--- config.mk ---
export PLATFORM = sky130hd
export DESIGN_NAME = pll_divider_search
export DESIGN_NICKNAME = d
export VERILOG_FILES = /design/src/rtl/pll_search_pkg.sv /design/src/rtl/pll_cand_eval.sv /design/src/rtl/pll_best_keep.sv /design/src/rtl/pll_walk.sv /design/src/rtl/pll_divider_search.sv
export SDC_FILE = /design/constraint.sdc
export NUM_CORES = 2
export LEC_CHECK = 0
export BUFFER_PORTS_ARGS = -buffer_cell sky130_fd_sc_hd__buf_2
export CORE_ASPECT_RATIO = 0.9
export CORE_MARGIN = 8
export CORE_UTILIZATION = 27
export CTS_BUF_LIST = sky130_fd_sc_hd__clkbuf_4 sky130_fd_sc_hd__clkbuf_8
export CTS_CLUSTER_DIAMETER = 120
export CTS_CLUSTER_SIZE = 16
export DETAILED_ROUTE_END_ITERATION = 12
export HOLD_SLACK_MARGIN = 0.02
export SYNTH_ARGS = -nofsm -noshare
export SYNTH_HDL_FRONTEND = slang
export SYNTH_SLANG_ARGS = --single-unit
--- constraint.sdc ---
create_clock -name clk -period 16.4 [get_ports clk]
set_input_delay 1.64 -clock clk [delete_from_list [all_inputs] [get_ports clk]]
set_output_delay 1.64 -clock clk [all_outputs]
set_load 0.02 [all_outputs]
--- src/rtl/pll_search_pkg.sv ---
package pll_search_pkg;

   typedef enum logic {
      WALK_IDLE = 1'b0,
      WALK_RUN  = 1'b1
   } walk_state_e;

endpackage

--- src/rtl/pll_cand_eval.sv ---
// Combinational scoring of one (N1, N2) candidate.
module pll_cand_eval #(
   parameter int FRAC_W = 16,
   parameter int TW     = 24,
   parameter int N1W    = 6,
   parameter int N2W    = 2,
   parameter int KW     = 9,
   parameter int PW     = 34,
   parameter int CODE_W = 8,
   parameter int M_LO   = 3,
   parameter int M_HI   = 129
) (
   input  logic [TW-1:0]     t,
   input  logic [TW-1:0]     lo,
   input  logic [TW-1:0]     hi,
   input  logic [N1W-1:0]    n1,
   input  logic [N2W-1:0]    n2,
   output logic              ok,
   output logic [PW-1:0]     err,
   output logic [KW-1:0]     k,
   output logic [CODE_W-1:0] m
);
   localparam int MW = PW - FRAC_W;

   logic [PW-1:0] prod, rnd, m_back, lo_n, hi_n;
   logic [MW-1:0] m_full;
   logic          m_in, vco_in;

   always_comb begin
      k      = KW'(n1) << n2;
      prod   = PW'(t) * PW'(k);
      rnd    = prod + (PW'(1) << (FRAC_W - 1));
      m_full = rnd[PW-1:FRAC_W];
      m_back = {m_full, {FRAC_W{1'b0}}};
      lo_n   = PW'(lo) * PW'(n1);
      hi_n   = PW'(hi) * PW'(n1);
      m_in   = (m_full >= MW'(M_LO)) && (m_full <= MW'(M_HI));
      vco_in = (m_back >= lo_n) && (m_back <= hi_n);
      ok     = m_in && vco_in;
      err    = (prod >= m_back) ? (prod - m_back) : (m_back - prod);
      m      = m_full[CODE_W-1:0];
   end
endmodule

--- src/rtl/pll_best_keep.sv ---
// Holds the best candidate; strict less-than by cross-multiplied fractions.
module pll_best_keep #(
   parameter int TW     = 24,
   parameter int KW     = 9,
   parameter int PW     = 34,
   parameter int N1W    = 6,
   parameter int N2W    = 2,
   parameter int CODE_W = 8,
   parameter int DEF_M  = 127,
   parameter int DEF_N1 = 18,
   parameter int DEF_N2 = 2
) (
   input  logic              clk,
   input  logic              rst,
   input  logic              init,
   input  logic              step,
   input  logic [TW-1:0]     t,
   input  logic              cand_ok,
   input  logic [PW-1:0]     cand_err,
   input  logic [KW-1:0]     cand_k,
   input  logic [CODE_W-1:0] cand_m,
   input  logic [N1W-1:0]    cand_n1,
   input  logic [N2W-1:0]    cand_n2,
   output logic [CODE_W-1:0] nxt_m,
   output logic [N1W-1:0]    nxt_n1,
   output logic [N2W-1:0]    nxt_n2
);
   localparam int XW = PW + KW;

   logic [PW-1:0]     best_err;
   logic [KW-1:0]     best_k;
   logic [CODE_W-1:0] best_m;
   logic [N1W-1:0]    best_n1;
   logic [N2W-1:0]    best_n2;
   logic [XW-1:0]     lhs, rhs;
   logic              take;

   always_comb begin
      lhs    = XW'(cand_err) * XW'(best_k);
      rhs    = XW'(best_err) * XW'(cand_k);
      take   = step && cand_ok && (lhs < rhs);
      nxt_m  = take ? cand_m  : best_m;
      nxt_n1 = take ? cand_n1 : best_n1;
      nxt_n2 = take ? cand_n2 : best_n2;
   end

   always_ff @(posedge clk) begin
      if (rst) begin
         best_err <= '0;
         best_k   <= '0;
         best_m   <= '0;
         best_n1  <= '0;
         best_n2  <= '0;
      end else if (init) begin
         best_err <= PW'(t);
         best_k   <= KW'(1);
         best_m   <= CODE_W'(DEF_M);
         best_n1  <= N1W'(DEF_N1);
         best_n2  <= N2W'(DEF_N2);
      end else if (take) begin
         best_err <= cand_err;
         best_k   <= cand_k;
         best_m   <= cand_m;
         best_n1  <= cand_n1;
         best_n2  <= cand_n2;
      end
   end
endmodule

--- src/rtl/pll_walk.sv ---
// Nested N2 / N1 walker, one candidate per cycle.
module pll_walk
   import pll_search_pkg::*;
#(
   parameter int N1W    = 6,
   parameter int N2W    = 2,
   parameter int N1_LO  = 3,
   parameter int N1_HI  = 33,
   parameter int N2_MAX = 3
) (
   input  logic           clk,
   input  logic           rst,
   input  logic           launch,
   input  logic [N2W-1:0] floor_n2,
   output logic           busy,
   output logic           last,
   output logic [N1W-1:0] n1,
   output logic [N2W-1:0] n2
);
   walk_state_e state;

   assign busy = (state == WALK_RUN);
   assign last = busy && (n1 == N1W'(N1_HI)) && (n2 == N2W'(N2_MAX));

   always_ff @(posedge clk) begin
      if (rst) begin
         state <= WALK_IDLE;
         n1    <= '0;
         n2    <= '0;
      end else if (state == WALK_IDLE) begin
         if (launch) begin
            state <= WALK_RUN;
            n1    <= N1W'(N1_LO);
            n2    <= floor_n2;
         end
      end else if (last) begin
         state <= WALK_IDLE;
      end else if (n1 == N1W'(N1_HI)) begin
         n1 <= N1W'(N1_LO);
         n2 <= n2 + 1'b1;
      end else begin
         n1 <= n1 + 1'b1;
      end
   end
endmodule

--- src/rtl/pll_divider_search.sv ---
module pll_divider_search #(
   parameter int FRAC_W    = 16,
   parameter int INT_W     = 8,
   parameter int N1_LO     = 3,
   parameter int N1_HI     = 33,
   parameter int N2_MAX    = 3,
   parameter int M_LO      = 3,
   parameter int M_HI      = 129,
   parameter int DIV_OFS   = 2,
   parameter int N2_POS    = 5,
   parameter int CODE_W    = 8,
   parameter int REJ_SHIFT = 3,
   parameter int DEF_M     = 127,
   parameter int DEF_N1    = 18,
   parameter int DEF_N2    = 2
) (
   input  logic                             clk,
   input  logic                             rst,
   input  logic                             start,
   input  logic [INT_W+FRAC_W-1:0]          target_ratio,
   input  logic [INT_W+FRAC_W-1:0]          vco_lo,
   input  logic [INT_W+FRAC_W-1:0]          vco_hi,
   input  logic [$clog2(N2_MAX+1)-1:0]      n2_floor,
   output logic                             done,
   output logic                             found,
   output logic [CODE_W-1:0]                m_code,
   output logic [CODE_W-1:0]                n_code
);
   localparam int TW  = INT_W + FRAC_W;
   localparam int N1W = $clog2(N1_HI + 1);
   localparam int N2W = $clog2(N2_MAX + 1);
   localparam int KW  = N1W + N2_MAX;
   localparam int PW  = TW + KW + 1;
   localparam logic [CODE_W-1:0] DEF_M_CODE = CODE_W'(DEF_M - DIV_OFS);
   localparam logic [CODE_W-1:0] DEF_N_CODE =
      CODE_W'((DEF_N1 - DIV_OFS) + (DEF_N2 << N2_POS));

   // elaboration-time parameter checks
   if (N2_MAX != (1 << N2W) - 1) begin : g_bad_n2
      $error("N2_MAX must fill its field");
   end
   if (M_HI - DIV_OFS >= (1 << CODE_W) || M_HI >= (1 << CODE_W)) begin : g_bad_m
      $error("M range does not fit the code width");
   end
   if (N2_POS + N2W >= CODE_W || N1_HI - DIV_OFS >= (1 << N2_POS)) begin : g_bad_pack
      $error("N field packing does not fit");
   end
   if (FRAC_W < 2 || N1_LO < 1 || N1_LO > N1_HI) begin : g_bad_misc
      $error("bad fraction width or N1 range");
   end

   logic              busy, last, accept, reject, launch;
   logic [TW-1:0]     t_q, lo_q, hi_q;
   logic [N1W-1:0]    n1;
   logic [N2W-1:0]    n2;
   logic              c_ok;
   logic [PW-1:0]     c_err;
   logic [KW-1:0]     c_k;
   logic [CODE_W-1:0] c_m, b_m;
   logic [N1W-1:0]    b_n1;
   logic [N2W-1:0]    b_n2;
   logic [PW-1:0]     t_low, t_high;

   always_comb begin
      t_low  = PW'(target_ratio) << REJ_SHIFT;
      t_high = PW'(target_ratio) << n2_floor;
      accept = start && !busy;
      reject = (t_low < PW'(vco_lo)) || (t_high > PW'(vco_hi));
      launch = accept && !reject;
   end

   always_ff @(posedge clk) begin
      if (rst) begin
         t_q  <= '0;
         lo_q <= '0;
         hi_q <= '0;
      end else if (launch) begin
         t_q  <= target_ratio;
         lo_q <= vco_lo;
         hi_q <= vco_hi;
      end
   end

   pll_walk #(
      .N1W(N1W), .N2W(N2W), .N1_LO(N1_LO), .N1_HI(N1_HI), .N2_MAX(N2_MAX)
   ) u_walk (
      .clk(clk), .rst(rst), .launch(launch), .floor_n2(n2_floor),
      .busy(busy), .last(last), .n1(n1), .n2(n2)
   );

   pll_cand_eval #(
      .FRAC_W(FRAC_W), .TW(TW), .N1W(N1W), .N2W(N2W), .KW(KW), .PW(PW),
      .CODE_W(CODE_W), .M_LO(M_LO), .M_HI(M_HI)
   ) u_eval (
      .t(t_q), .lo(lo_q), .hi(hi_q), .n1(n1), .n2(n2),
      .ok(c_ok), .err(c_err), .k(c_k), .m(c_m)
   );

   pll_best_keep #(
      .TW(TW), .KW(KW), .PW(PW), .N1W(N1W), .N2W(N2W), .CODE_W(CODE_W),
      .DEF_M(DEF_M), .DEF_N1(DEF_N1), .DEF_N2(DEF_N2)
   ) u_keep (
      .clk(clk), .rst(rst), .init(launch), .step(busy), .t(target_ratio),
      .cand_ok(c_ok), .cand_err(c_err), .cand_k(c_k), .cand_m(c_m),
      .cand_n1(n1), .cand_n2(n2),
      .nxt_m(b_m), .nxt_n1(b_n1), .nxt_n2(b_n2)
   );

   always_ff @(posedge clk) begin
      if (rst) begin
         done   <= 1'b0;
         found  <= 1'b0;
         m_code <= '0;
         n_code <= '0;
      end else begin
         done <= 1'b0;
         if (accept && reject) begin
            done   <= 1'b1;
            found  <= 1'b0;
            m_code <= DEF_M_CODE;
            n_code <= DEF_N_CODE;
         end else if (last) begin
            done   <= 1'b1;
            found  <= 1'b1;
            m_code <= b_m - CODE_W'(DIV_OFS);
            n_code <= CODE_W'(b_n1 - N1W'(DIV_OFS)) | (CODE_W'(b_n2) << N2_POS);
         end
      end
   end
endmodule

==> impl_metrics.ini <==
[timing]
fin_crit_sh = 0.976
setup_viol = 0
worst_slew_pin_slew_ps = 1000
hold_ws_ps = 462
rsz0062_at_grt = yes
period_needed_ps = 16000
hold_viol = 0
relSlewSlack = 0.326
skew_ps = 19.0
report.final.slew_viol_count = 0
fmax_ghz = 0.0625

[setup_path]
cp.arrival_ps = 16410
critPathLaunch = u_walk.n2[0]$_SDFFE_PP0P_
cp-start-kind = register
worstRegToRegCells = 74
cp-endpoint = n_code[5]$_SDFFE_PP0P_
crit_path_frequent_cell = fa_1
reg2reg_slack_ps = 400
slowest_stage = or4_4
end_kind = register
rr_startpoint = u_walk.n2[0]$_SDFFE_PP0P_
worstPathRequired_ps = 16810
critPathMaxStageDelay_ps = 570
cp_max_fo = 7
path_class = register to register
r2r_end = n_code[5]$_SDFFE_PP0P_

[placed_design]
place_congestion = 0.913
port_buffers = 94
dpl.hpwl_um = 107000
place_area_sq_um = 51300

[power_and_ir_drop]
p_leak_nw = 26.6
combPwrFrac = 0.544
power_density_nw_per_um2 = 31.7
p_seq_frac = 0.262
switchingPower_mw = 0.792
clkPwrFrac = 0.193
internal_power_mw = 0.900
p_sw_frac = 0.468
ir_drop_mv = 0.0436

[synth]
synth_edf_count = 0
async_flop_share = 0
syn_nets = 6737
synth_cell_types = 106
ys.flop_type = dfxtp_1
synth.largest_area_cell = fa_1
ys_seq_elements = 158
yosys.cell_count.top_type = nand2_1
avgSynthCellArea_sq_um = 8.27
synth_top_cell_area_share = 0.347
synth_common_cells = nand2_1, inv_1, fa_1
synth_area_leaders = fa_1, ha_1, nand2_1
netlist_instances = 5468
synthesis.area_sq_um = 45200
synth-seq-area-share = 0.0700
ys_warn_count = 0

[drt]
drt_pass1_iterations = 6
wl_met2_um = 61800
drt_iter0_markers = 2644
avgRoutedWirePerCell_um = 16.3
drt-met1-wl_um = 59100
met3_length_um = 6960
antenna_left = 0
top_layer_used = met4
vias = 38600
viasPerCell = 4.78
wl_um = 131000
drc = 0

[hold_path]
hold_class = register to register
min_path_cells = 2

[layout]
n_fill_cell = 17400
finalInstanceArea_sq_um = 53300
syn2layout_area_growth_pct = 18.0
nNetsFinal = 7088
drive_above_1_share = 0.159

[floorplanning]
die_h_um = 404
die-area_sq_um = 181000
coreArea_sq_um = 166000
rows = 142
io_pins = 95
fp.dieW_um = 447
start_util = 0.272

[global_routing]
grt_overflow = 0
antenna_found_initial = 2
grt_usage = 0.145
grt_max_degree = 85
grt_pass1_wl_um = 216000
grt_pass1_vias = 40600

[run_status]
status = completed

[clocking]
cts_tree = yes
cts_made_buffers = 17
clock-root-buffer = clkbuf_8
htree_levels = 4
insertion_delay_ps = 570
clk_pin_slew_ps = 110
cts_buffer_depth = 2
clock-sinks = 158

[flow_run]
cap_violations = 0
## layer usage
metal	track usage	vias up
met3	0.0143	162
met2	0.244	990
met5	0	-
met1	0.199	19500
li1	-	18000
met4	0.0370	0
## worst min-delay path by stage
stage                             startpoint                            end  slack [ps]
2_1_floorplan    u_keep.best_m[7]$_SDFF_PP0_    u_keep.best_m[7]$_SDFF_PP0_         460
3_3_place_gp   u_keep.best_k[7]$_SDFFE_PP0P_  u_keep.best_k[7]$_SDFFE_PP0P_         440
3_5_place_dp          m_code[1]$_SDFFE_PP0P_         m_code[1]$_SDFFE_PP0P_         450
4_1_cts               m_code[7]$_SDFFE_PP0P_         m_code[7]$_SDFFE_PP0P_         460
5_1_grt               m_code[1]$_SDFFE_PP0P_         m_code[1]$_SDFFE_PP0P_         480
6_report       u_keep.best_k[7]$_SDFFE_PP0P_  u_keep.best_k[7]$_SDFFE_PP0P_         460
## per-stage QoR
| stage | TNS [ps] | setup WS, ps | power (mW) | utilization | instances |
|---|---|---|---|---|---|
| after floorplan | 0 | 2.19 | 0.893 | - | 5468 |
| after global placement | -1410 | -257 | 1.28 | 0.308 | 7984 |
| after detailed placement | -2590 | -384 | 1.29 | 0.308 | 7984 |
| after CTS | 0 | 2.35 | 1.62 | 0.311 | 8021 |
| after global routing | -2950 | -369 | 1.78 | 0.320 | 8065 |
| final | 0 | 401 | 1.69 | 0.320 | 8066 |
## final cells by class
cell class	instances	area (sq um)	share of cell area
multi-input combinational	4174	39000	0.732
timing repair buffer	597	4650	0.0873
inverter	871	3270	0.0613
sequential	158	3170	0.0595
tap	2232	2790	0.0524
clock buffer	17	234	0.00439
clock inverter	15	160	0.00300
antenna	2	5.00	0.0000939
## sequential cells by signal (all words and copies together), names as in the netlist
signal / cells
u_keep.best_k: 9
done: 1
u_walk.n2: 2
u_walk.n1: 6
u_keep.best_n2: 2
u_keep.best_n1: 6
t_q: 24
lo_q: 24
u_keep.best_m: 8
m_code: 8
n_code: 8
found: 1
hi_q: 24
u_walk.busy: 1
u_keep.best_err: 34
## what timing repair did
| item | in CTS | in global routing |
|---|---|---|
| gates cloned | 0 | 6 |
| setup endpoints to repair | 22 | 75 |
| gates resized for setup | 23 | 222 |
| hold buffers | 0 | 0 |
| pin swaps | 6 | 101 |
| buffers inserted | 5 | 40 |
## kinds of logic (layout without fill, tap and decap cells)
family / count (synthesis) / in the layout / share of synthesized area
buf+inv: 1136 / 1500 / 0.0953
flops: 158 / 158 / 0.0700
xor+xnor: 180 / 180 / 0.0382
mux: 72 / 72 / 0.0218
simple gates: 1982 / 1982 / 0.208
compound gates: 748 / 748 / 0.107
other cells: 0 / 2 / 0
fa+ha+maj: 1192 / 1192 / 0.460
## worst max-delay path, delay by kind of cell, from the launching register on
family	cells	cell delay (ps)
adders and majority gates	13	5380
xor gates and xnor gates	4	540
muxes	3	720
and+or+nand+nor	18	3260
buffers and inverters	15	1970
DFF	1	410
AOI/OAI and AO/OA	21	3530
## layout by cell type (no fill, tap or decap), types with 13 or more instances in the layout
cell type / n
fa_1: 778
buf_2: 94
inv_2: 13
o21a_1: 25
nor3_1: 59
dfxtp_1: 151
and3_1: 29
inv_1: 857
xnor2_1: 85
a21oi_2: 30
nand2_1: 1010
o21ai_0: 90
ha_1: 385
a211oi_1: 23
nor4_1: 17
a21oi_1: 245
nor2b_1: 41
o211ai_1: 14
a21o_1: 97
or3_1: 15
nor2_1: 147
clkbuf_8: 17
nand2b_1: 33
buf_4: 466
buf_12: 21
ha_4: 16
mux2i_1: 31
nand3_1: 65
nand4_1: 38
xor2_1: 56
xnor2_2: 24
or2_2: 16
and2_1: 422
mux4_2: 19
o21bai_1: 20
o31ai_1: 13
a31oi_1: 36
## power by group through the flow
stage | clock network [mW] | registers (mW) | logic (mW)
final | 0.327 | 0.444 | 0.921
after global routing | 0.347 | 0.448 | 0.990
after CTS | 0.333 | 0.442 | 0.848
after detailed placement | 0 | 0.451 | 0.839
after global placement | 0 | 0.451 | 0.831
after floorplan | 0 | 0.427 | 0.466
Power figures use the tool's default switching activity.
